===== src/rtl/adc_seq_pkg.sv =====
package adc_seq_pkg;

  typedef enum logic {
    RD_IDLE = 1'b0,
    RD_WAIT = 1'b1
  } rd_state_e;

  function automatic int unsigned bits_for(input int unsigned max_value);
    return (max_value < 2) ? 1 : $clog2(max_value + 1);
  endfunction

endpackage


===== src/rtl/adc_read_ctrl.sv =====
module adc_read_ctrl
  import adc_seq_pkg::*;
#(
  parameter int DATA_W = 16,
  parameter int OVR_W  = 8
) (
  input  logic              clk,
  input  logic              rst,
  input  logic              eoc,
  input  logic              drdy,
  input  logic [DATA_W-1:0] din,
  output logic              den,
  output logic [DATA_W-1:0] cap_data,
  output logic              cap_valid,
  output logic [OVR_W-1:0]  ovr_cnt
);

  localparam logic [OVR_W-1:0] OVR_MAX = '1;

  rd_state_e st_q, st_d;
  logic      busy;
  logic      drop;
  logic      take;

  // a read is busy only until its data-ready arrives; the completing
  // cycle already accepts a new request
  always_comb begin
    busy = (st_q == RD_WAIT) && !drdy;
    den  = eoc && !busy;
    drop = eoc && busy;
    take = drdy && (st_q == RD_WAIT);
    st_d = st_q;
    if (den) begin
      st_d = RD_WAIT;
    end else if (take) begin
      st_d = RD_IDLE;
    end
  end

  always_ff @(posedge clk) begin
    if (rst) begin
      st_q      <= RD_IDLE;
      cap_data  <= '0;
      cap_valid <= 1'b0;
      ovr_cnt   <= '0;
    end else begin
      st_q      <= st_d;
      cap_valid <= take;
      if (take) begin
        cap_data <= din;
      end
      if (drop && (ovr_cnt != OVR_MAX)) begin
        ovr_cnt <= ovr_cnt + 1'b1;
      end
    end
  end

endmodule


===== src/rtl/audio_strobe_gen.sv =====
module audio_strobe_gen #(
  parameter int FRAME_DIV = 1248
) (
  input  logic clk,
  input  logic rst,
  output logic strobe
);

  localparam int unsigned    CW   = adc_seq_pkg::bits_for(FRAME_DIV - 1);
  localparam logic [CW-1:0]  LAST = CW'(FRAME_DIV - 1);

  logic [CW-1:0] div_q;

  assign strobe = (div_q == LAST);

  always_ff @(posedge clk) begin
    if (rst) begin
      div_q <= '0;
    end else if (strobe) begin
      div_q <= '0;
    end else begin
      div_q <= div_q + 1'b1;
    end
  end

endmodule


===== src/rtl/frame_align_mon.sv =====
module frame_align_mon #(
  parameter int CONV_PER_FRAME = 16
) (
  input  logic clk,
  input  logic rst,
  input  logic strobe,
  input  logic eoc,
  output logic align_error
);

  // one count above the target is enough to tell "too many"
  localparam int unsigned   CNT_MAX = CONV_PER_FRAME + 1;
  localparam int unsigned   CW      = adc_seq_pkg::bits_for(CNT_MAX);
  localparam logic [CW-1:0] TARGET  = CW'(CONV_PER_FRAME);
  localparam logic [CW-1:0] SAT     = CW'(CNT_MAX);

  logic [CW-1:0] conv_q;
  logic          judged_q;

  always_ff @(posedge clk) begin
    if (rst) begin
      conv_q      <= '0;
      judged_q    <= 1'b0;
      align_error <= 1'b0;
    end else if (strobe) begin
      if (judged_q && (conv_q != TARGET)) begin
        align_error <= 1'b1;
      end
      judged_q <= 1'b1;
      conv_q   <= eoc ? CW'(1) : '0;
    end else if (eoc && (conv_q != SAT)) begin
      conv_q <= conv_q + 1'b1;
    end
  end

endmodule


===== src/rtl/adc_frame_seq.sv =====
module adc_frame_seq #(
  parameter int                DATA_W         = 16,
  parameter int                ADDR_W         = 8,
  parameter logic [ADDR_W-1:0] RD_ADDR        = 8'h03,
  parameter int                FRAME_DIV      = 1248,
  parameter int                CONV_PER_FRAME = 16,
  parameter int                OVR_W          = 8
) (
  input  logic              clk,
  input  logic              rst,
  input  logic              adc_eoc,
  input  logic              adc_drdy,
  input  logic [DATA_W-1:0] adc_do,
  output logic              adc_den,
  output logic [ADDR_W-1:0] adc_daddr,
  output logic [DATA_W-1:0] sample_data,
  output logic              sample_valid,
  output logic              audio_strobe,
  output logic              align_error,
  output logic [OVR_W-1:0]  overrun_count
);

  assign adc_daddr = RD_ADDR;

  adc_read_ctrl #(
    .DATA_W (DATA_W),
    .OVR_W  (OVR_W)
  ) u_rd (
    .clk       (clk),
    .rst       (rst),
    .eoc       (adc_eoc),
    .drdy      (adc_drdy),
    .din       (adc_do),
    .den       (adc_den),
    .cap_data  (sample_data),
    .cap_valid (sample_valid),
    .ovr_cnt   (overrun_count)
  );

  audio_strobe_gen #(
    .FRAME_DIV (FRAME_DIV)
  ) u_div (
    .clk    (clk),
    .rst    (rst),
    .strobe (audio_strobe)
  );

  frame_align_mon #(
    .CONV_PER_FRAME (CONV_PER_FRAME)
  ) u_mon (
    .clk         (clk),
    .rst         (rst),
    .strobe      (audio_strobe),
    .eoc         (adc_eoc),
    .align_error (align_error)
  );

endmodule


===== config.mk =====
export PLATFORM = sky130hd
export DESIGN_NAME = adc_frame_seq
export DESIGN_NICKNAME = d
export VERILOG_FILES = /design/src/rtl/adc_seq_pkg.sv /design/src/rtl/adc_read_ctrl.sv /design/src/rtl/audio_strobe_gen.sv /design/src/rtl/frame_align_mon.sv /design/src/rtl/adc_frame_seq.sv
export SDC_FILE = /design/constraint.sdc
export NUM_CORES = 1
export LEC_CHECK = 0
export CORE_MARGIN = 2
export CORE_UTILIZATION = 55
export DETAILED_ROUTE_END_ITERATION = 8
export DONT_BUFFER_PORTS = 1
export PLACE_DENSITY = 0.73
export SYNTH_ARGS = -nofsm -noshare
export SYNTH_HDL_FRONTEND = slang
export SYNTH_SLANG_ARGS = --single-unit

===== constraint.sdc =====
create_clock -name clk -period 1.7 [get_ports clk]
set_clock_uncertainty 0.1 [all_clocks]
set_input_delay 0.34 -clock clk [delete_from_list [all_inputs] [get_ports clk]]
set_output_delay 0.34 -clock clk [all_outputs]
set_load 0.03 [all_outputs]

== After elaboration in Yosys (flattened, before gate mapping) ==
Cells that the tools add are included.
Word-level totals
  bits in registers: 44
  input bits: 20
  output and inout port bits: 36
  word-level logic and storage cells: 33
Operators by class
  add/subtract/negate cells: 3
  equality and inequality tests: 4
  mux-type cells: 5
  reduce and logical (&&, ||, !) cells: 13
Operator list (number)
  11-bit by 1-bit adder with 11-bit output, second input constant: 1
  11-bit == test, second input constant: 1
  5-bit two-way mux: 2
  5-bit != test, second input constant: 2
  8-bit by 1-bit adder with 8-bit output, second input constant: 1
  8-bit != test, second input constant: 1
  1-bit logical AND: 7
  5-bit by 1-bit adder with 5-bit output, second input constant: 1
  2-bit nonzero test: 2
  1-bit two-way mux: 3
  1-bit logical NOT: 2
  2-bit AND reduction: 1
  2-bit OR reduction: 1

== Longest topological paths before layout ==
Gate-level depths: netlist of run 1.
  depth in word-level cells: 5
  depth in mapped cells: 6
  depth with buffers taken out: 6

== By module ==
A second synthesis of run 1 with hierarchy kept.
Second synthesis, totals
  cell total of the unflattened synthesis: 230
  area total of the unflattened synthesis: 1993.2 um2
Modules (own cells, without submodules)
  adc_read_ctrl: instances 1, cells each 128, area an instance 1087.3 um2, sequential area each 520.5 um2
  audio_strobe_gen: instances 1, cells each 53, area an instance 488.0 um2, sequential area each 220.2 um2
  frame_align_mon: instances 1, cells each 39, area an instance 350.3 um2, sequential area each 140.1 um2
  adc_frame_seq: instances 1, cells each 10, area an instance 67.6 um2, sequential area each 0.0 um2

== Worst setup path before layout of run 1 ==
No wires, ideal clock.
  kind: register to register
  start: register u_div.div_q[0]
  end: register u_div.div_q[10]
  setup time: 0.115 ns
  arrival time: 1.771 ns
  required time: 1.485 ns
  setup slack: -0.285 ns
  stages on the path, launching flop included: 7
  path buffers: 1
  path through: dfxtp_1 -> ha_1 -> nand3_1 -> nor4_4 -> or2_4 -> buf_6 -> nor2_1
Between the ends
  word-level cells in the longest chain between the ends: 2
Ends and longest elaborated chain
  start: declaration: line audio_strobe_gen.sv:12  | logic [CW-1:0] div_q;
  start signal: assignment: line audio_strobe_gen.sv:22  | div_q <= div_q + 1'b1;
  11-bit == test: line audio_strobe_gen.sv:14  | assign strobe = (div_q == LAST);
  via audio_strobe: line adc_frame_seq.sv:18  | output logic audio_strobe,
  2-bit OR reduction (no source line)
The timed path passes the listed nets, and every way through them passes these cells.
A chain may end at the register's enable or synchronous reset.

== Worst setup path after layout of run 1 ==
  start: register u_div.div_q[5]
  end: output port audio_strobe
Between the ends
  word-level cells in the longest chain between the ends: 1
Ends and longest elaborated chain (line)
  11-bit == test: audio_strobe_gen.sv:14
  end: declaration: adc_frame_seq.sv:18
No other way between the ends.

==> impl_metrics.ini, run 1 <==
[drt]
drc = 0
wl_per_cell_um = 12.4
firstDrtPassIters = 4
drt_iter0_drc = 91
wirelength_mm = 3.76
via_per_inst = 5.02
vias = 1517
final_antenna_net_count = 0

[critical_path]
slowest_stage = or3b_4
rr_worst_depth = 5
end_kind = output pin
crit_chain = or3b_4, nor4_4, buf_4
worstPathArrival_ns = 1.45
crit_fanout = 2
slowest_delay_ns = 0.40
required_ns = 1.26
critPathKind = register to output pin
cp-start-kind = register

[placement]
gp_congestion = 0.769
preCtsSetupSlack_ns = 0.00639
place_hpwl_mm = 2.29
io_buffer_count = 0

[yosys]
avgSynthCellArea_um2 = 8.60
ys_seq_area_share_pct = 47.4
yosys-top-cells-count = 44 x dfxtp_1, 39 x nand2_1, 32 x nor2_1
netlist_area_um2 = 1860
yosysTopAreaCell = dfxtp_1
synthCells = 216
synthTopCellsByArea = dfxtp_1 47%, nand2_1 7.9%, nor2_1 6.5%
async_reset_ff_share_pct = 0
synth_edf_count = 0
synth_top_area_share_pct = 47.4
ys.flop_type = dfxtp_1
yosysMostFrequentCell = dfxtp_1
synth-warning-count = 0
ys_types = 36
ys_ff_latch = 44

[sta]
hold_viol_final = 0
tightest_slew_ns = 1.09
layout_setup_ws_ns = -0.195
period_needed_ns = 1.89
fin_crit_sh_pct = 111
slew_violations = 0
rsz0062_at_grt = yes
finalSetupTns_ns = -0.195
setup_viol = 1
fmax_mhz = 528
maxSlewHeadroom_pct = 27.2

[floorplan]
die_x_um = 62.1
ios = 56
dieArea_um2 = 3860
fp.dieH_um = 62.1
rows = 21
core-area_um2 = 3280
start_util_pct = 56.6

[finish]
fillers = 255
final_core_util_pct = 70.4
area_growth_pct = 24.5
diodes = 0
regArea_um2 = 888
drive_gt1_share_pct = 17.2
multi_input_area_um2 = 906
nets = 280

[grt]
met1_usage_pct = 24.5
overflow = 0
grtUsageMet3_pct = 7.07
grt_max_degree = 31
grt_pass1_vias = 1415
grt_util_met2_pct = 34.4
grt_usage_pct = 21.0
grt_pass1_wl_mm = 6.46
antenna_found_initial = 0
busiest_layer = met2

[clocking]
tritoncts = done
clkLatencyLatePin_ns = 0.35
cts_sinks = 44
cts_root_buffer = clkbuf_4
htreeDepth = 2
path_clk_slew_ns = 0.13
clk_path_buf_depth = 2
cts_inserted_buffers = 5

[power]
pwr-share-comb_pct = 8.6
p_sw_uw = 489
peakVddDrop_v = 0.000453
total_power_mw = 1.94
intPower_mw = 1.45
clkPwrFrac_pct = 34.0
p_leak_nw = 0.921
power_density_nw_per_um2 = 837
p_sw_share_pct = 25.3
p_seq_share_pct = 57.4

[worst_hold_path]
whs_path_depth = 2
hold_path.class = input port to register

[flow_run]
cap_violations = 0

[run_status]
violations = negative setup slack
status = finished with violations
[through the flow]
stage / hold slack, ns / cells / instance area, um^2
after global routing: 0.0757 / 302 / 2310
after detailed placement: 0.311 / 273 / 2000
after floorplan: 0.314 / 222 / 1890
after CTS: 0.0704 / 302 / 2310
after global placement: 0.309 / 273 / 2000
final: 0.0779 / 302 / 2310
[cells in the final DEF (no fill, tap or decap), drive strengths merged, types with 2 or more instances in the layout]
cell / Yosys / routed
nor2: 32 / 32
dfxtp: 44 / 44
buf: 9 / 23
xor2: 9 / 9
inv: 6 / 7
a21oi: 18 / 18
nand2: 39 / 39
o211ai: 2 / 2
mux2i: 2 / 2
xnor2: 9 / 9
and2: 2 / 2
nor3: 3 / 3
nor4: 2 / 2
conb: 2 / 8
clkbuf: 6 / 5
ha: 5 / 5
dlygate4sd3: 0 / 17
nand3b: 2 / 2
nand4: 4 / 4
nand3: 5 / 5
[routing by layer]
layer | part of all wire [%] | wire (um)
met1 | 43 | 1620
met3 | 8.0 | 302
met4 | 1.8 | 66
met5 | 0 | 0
met2 | 47 | 1770
[critical path, delay by kind of cell (launching register included)]
kind | cells | cell delay (ns)
AND/OR/NAND/NOR | 2 | 0.57
flip-flops | 1 | 0.33
buffers and inverters | 1 | 0.21
[path summary, 6_finish.rpt]
path	startpoint	endpoint	slack (ns)
hold / removal	adc_eoc	u_mon.conv_q[0]	0.08
setup / recovery	u_div.div_q[5]	audio_strobe	-0.19
setup reg to reg	u_rd.ovr_cnt[0]	u_rd.ovr_cnt[7]	0.12
hold reg to reg	u_mon.judged_q	u_mon.judged_q	0.40
[state kept, by name, indices dropped and copies added, names as in the netlist]
name               flops
u_rd.cap_data         16
u_div.div_q           11
u_rd.ovr_cnt           8
u_mon.conv_q           5
u_mon.align_error      1
u_mon.judged_q         1
u_rd.cap_valid         1
u_rd.st_q              1
[power by group through the flow]
stage	Sequential [mW]	Combinational, mW	Clock, mW
floorplan	1.13	0.111	0
global placement	1.13	0.111	0
detailed placement	1.13	0.114	0
CTS	1.11	0.165	0.686
global route	1.11	0.184	0.732
finish	1.11	0.167	0.658
[final cells by class]
cell class,count,area share (%)
Clock buffer,5,1.62
Clock inverter,3,2.00
Sequential cell,44,38.4
Timing Repair Buffer,41,15.4
Tap cell,46,2.49
Multi-Input combinational cell,157,39.2
Inverter,6,0.973
[kinds of logic after synthesis]
family	Yosys count	synth area share (%)
compound gates	27	8.49
xor+xnor	18	8.49
fa+ha+maj	5	3.37
buf+inv	21	6.26
flops	44	47.4
mux	3	1.68
other cells	2	0.404
simple gates	96	23.9
[repair_timing]
action | in CTS | in global routing
cloned | 0 | 0
gates resized for setup | 5 | 3
pin swaps | 2 | 0
hold endpoints to repair | 30 | 0
hold buffers | 18 | 0
setup buffers | 3 | 0
setup endpoints to repair | 1 | 7
No activity file was read; power rests on OpenSTA's default activity.
==> run 2: changes to the inputs <==
CORE_MARGIN = not set   (was 2)
CORE_UTILIZATION = 61   (was 55)
CTS_CLUSTER_DIAMETER = 150   (was not set)
PLACE_DENSITY = 0.77   (was 0.73)
clock period = 2 ns   (was 1.7 ns; I/O delays follow)
==> run 2 against run 1 <==
Net effect:
- the run ends with design-rule violations, negative setup slack left
- first-iteration DRC count is 29% lower
- via count decreased by 7.4%
- final area decreased by 13%
- count of clock-buffer cells in the layout is 1 higher
- worst setup slack gained 0.16 ns
- utilization rose by 0.90 points
- sequential share of layout area is 5.6 points higher
- combinational power down 38%
- register-to-register slack improved by 0.10 ns
- largest cell class unchanged
==> impl_metrics.ini, run 2 (synthesis results as in run 1) <==
[run_status]
status = finished with violations
violations = design-rule violations, negative setup slack

[grt]
met1_usage_pct = 23.8
grt_pass1_wl_mm = 5.73
grt_max_degree = 30
overflow = 0
grt_util_met2_pct = 42.5
grt_pass1_vias = 1375
antenna_found_initial = 0
grt_usage_pct = 22.8
busiest_layer = met2
grtUsageMet3_pct = 5.67

[placement]
preCtsSetupSlack_ns = 0.168
dp.cells = 248
place_hpwl_mm = 2.42
io_buffer_count = 0
gp_congestion = 0.826

[sta]
finalSetupTns_ns = -0.0310
fin_crit_sh_pct = 102
layout_setup_ws_ns = -0.0310
slew_violations = 0
setup_viol = 1
maxSlewHeadroom_pct = 30.8
tightest_slew_ns = 1.04
hold_viol_final = 0
fin_hold_ws_ns = 0.0678
period_needed_ns = 2.03
rsz0062_at_grt = yes
fmax_mhz = 492

[drt]
drt_iter0_drc = 65
firstDrtPassIters = 8
wl_per_cell_um = 13.2
vias = 1404
via_per_inst = 5.44
drc = 9
wirelength_mm = 3.41
final_antenna_net_count = 0

[power]
p_leak_nw = 0.775
power_density_nw_per_um2 = 736
total_power_mw = 1.49
peakVddDrop_v = 0.000365

[clocking]
clkLatencyLatePin_ns = 0.35
cts_sinks = 44
cts_root_buffer = clkbuf_4
tritoncts = done
cts_inserted_buffers = 5
htreeDepth = 2
clk_path_buf_depth = 2
cts_setup_buffers = 0
path_clk_slew_ns = 0.12

[floorplan]
ios = 56
dieArea_um2 = 3270
fp.dieH_um = 57.2
rows = 19
die_x_um = 57.2
core-area_um2 = 2830
start_util_pct = 65.7

[critical_path]
r2r_start = u_rd.ovr_cnt[7]
cp-start-kind = register
required_ns = 1.50
critPathKind = register to output pin
worstPathArrival_ns = 1.53
end_kind = output pin
slowest_delay_ns = 0.39
crit_fanout = 4
rrSetupSlack_ns = 0.22
crit_chain = or3b_4, nor4_4, buf_6
worst_r2r_endpoint = u_rd.ovr_cnt[1]
rr_worst_depth = 4
slowest_stage = or3b_4

[finish]
fillers = 228
diodes = 0
largest_reg_flops = 16
final_common_cell = dfxtp_1
top_regs = u_rd.cap_data: 16 flops, u_div.div_q: 11 flops, u_rd.ovr_cnt: 8 flops
area_growth_pct = 8.62
final_cell_mix = 40 x dfxtp_1, 39 x nand2_1, 32 x nor2_1
final_cells = 258
drive_gt1_share_pct = 12.3
nets = 251
top_register = u_rd.cap_data

[worst_hold_path]
whs_path_depth = 2
hp-start = adc_do[8]
hold_path.class = input port to register
holdPathEnd = u_rd.cap_data[8]

[flow_run]
cap_violations = 0
[run 2: how the worst max path moves through the flow]
stage | start | end | slack, ns | cells past startpoint
finish | u_div.div_q[5] | audio_strobe | -0.03 | 3
detailed placement | u_div.div_q[0] | audio_strobe | 0.17 | 4
CTS | u_div.div_q[9] | audio_strobe | -0.06 | 3
floorplan | u_div.div_q[0] | u_div.div_q[10] | 0.01 | 6
global placement | u_div.div_q[0] | audio_strobe | 0.21 | 4
global route | u_div.div_q[0] | audio_strobe | -0.12 | 4
[run 2: metrics by stage]
stage          utilization (%)  cell area (um^2)
2_1_floorplan                -              1880
3_5_place_dp              67.2              1900
5_1_grt                   71.3              2020
6_report                  71.3              2020
3_3_place_gp              67.2              1900
4_1_cts                   71.1              2010
[run 2: report_power, final]
group	internal (mW)	switching (mW)
clock	0.168	0.267
combinational	0.0331	0.0704
sequential	0.900	0.0473
total	1.10	0.385
[run 2: final cells by class]
type	count	area [um^2]	area share, %
clock buffers	6	51.3	2.54
well taps	31	38.8	1.92
inverters	6	22.5	1.12
flip-flops and latches	44	888	44.0
clock inverters	2	10.0	0.496
repair buffers	12	98.8	4.90
multi-input cells	157	908	45.0
[run 2: what timing repair did]
action / 4_1_cts / 5_1_grt
hold endpoints to repair: 29 / 0
gates resized for setup: 8 / 2
hold buffers: 2 / 0
endpoints found under the setup margin: 1 / 1
[run 2: critical path: cells and delay by family, from the launching register on]
| family | cells | cell delay (ns) |
|---|---|---|
| and+or+nand+nor | 2 | 0.65 |
| DFF | 1 | 0.37 |
| buffers and inverters | 1 | 0.17 |
[run 2: routing by layer]
layer / vias up / share of wire (%)
met3: 7 / 6.3
met5: - / 0
li1: 713 / -
met4: 0 / 1.6
met2: 53 / 51
met1: 631 / 41
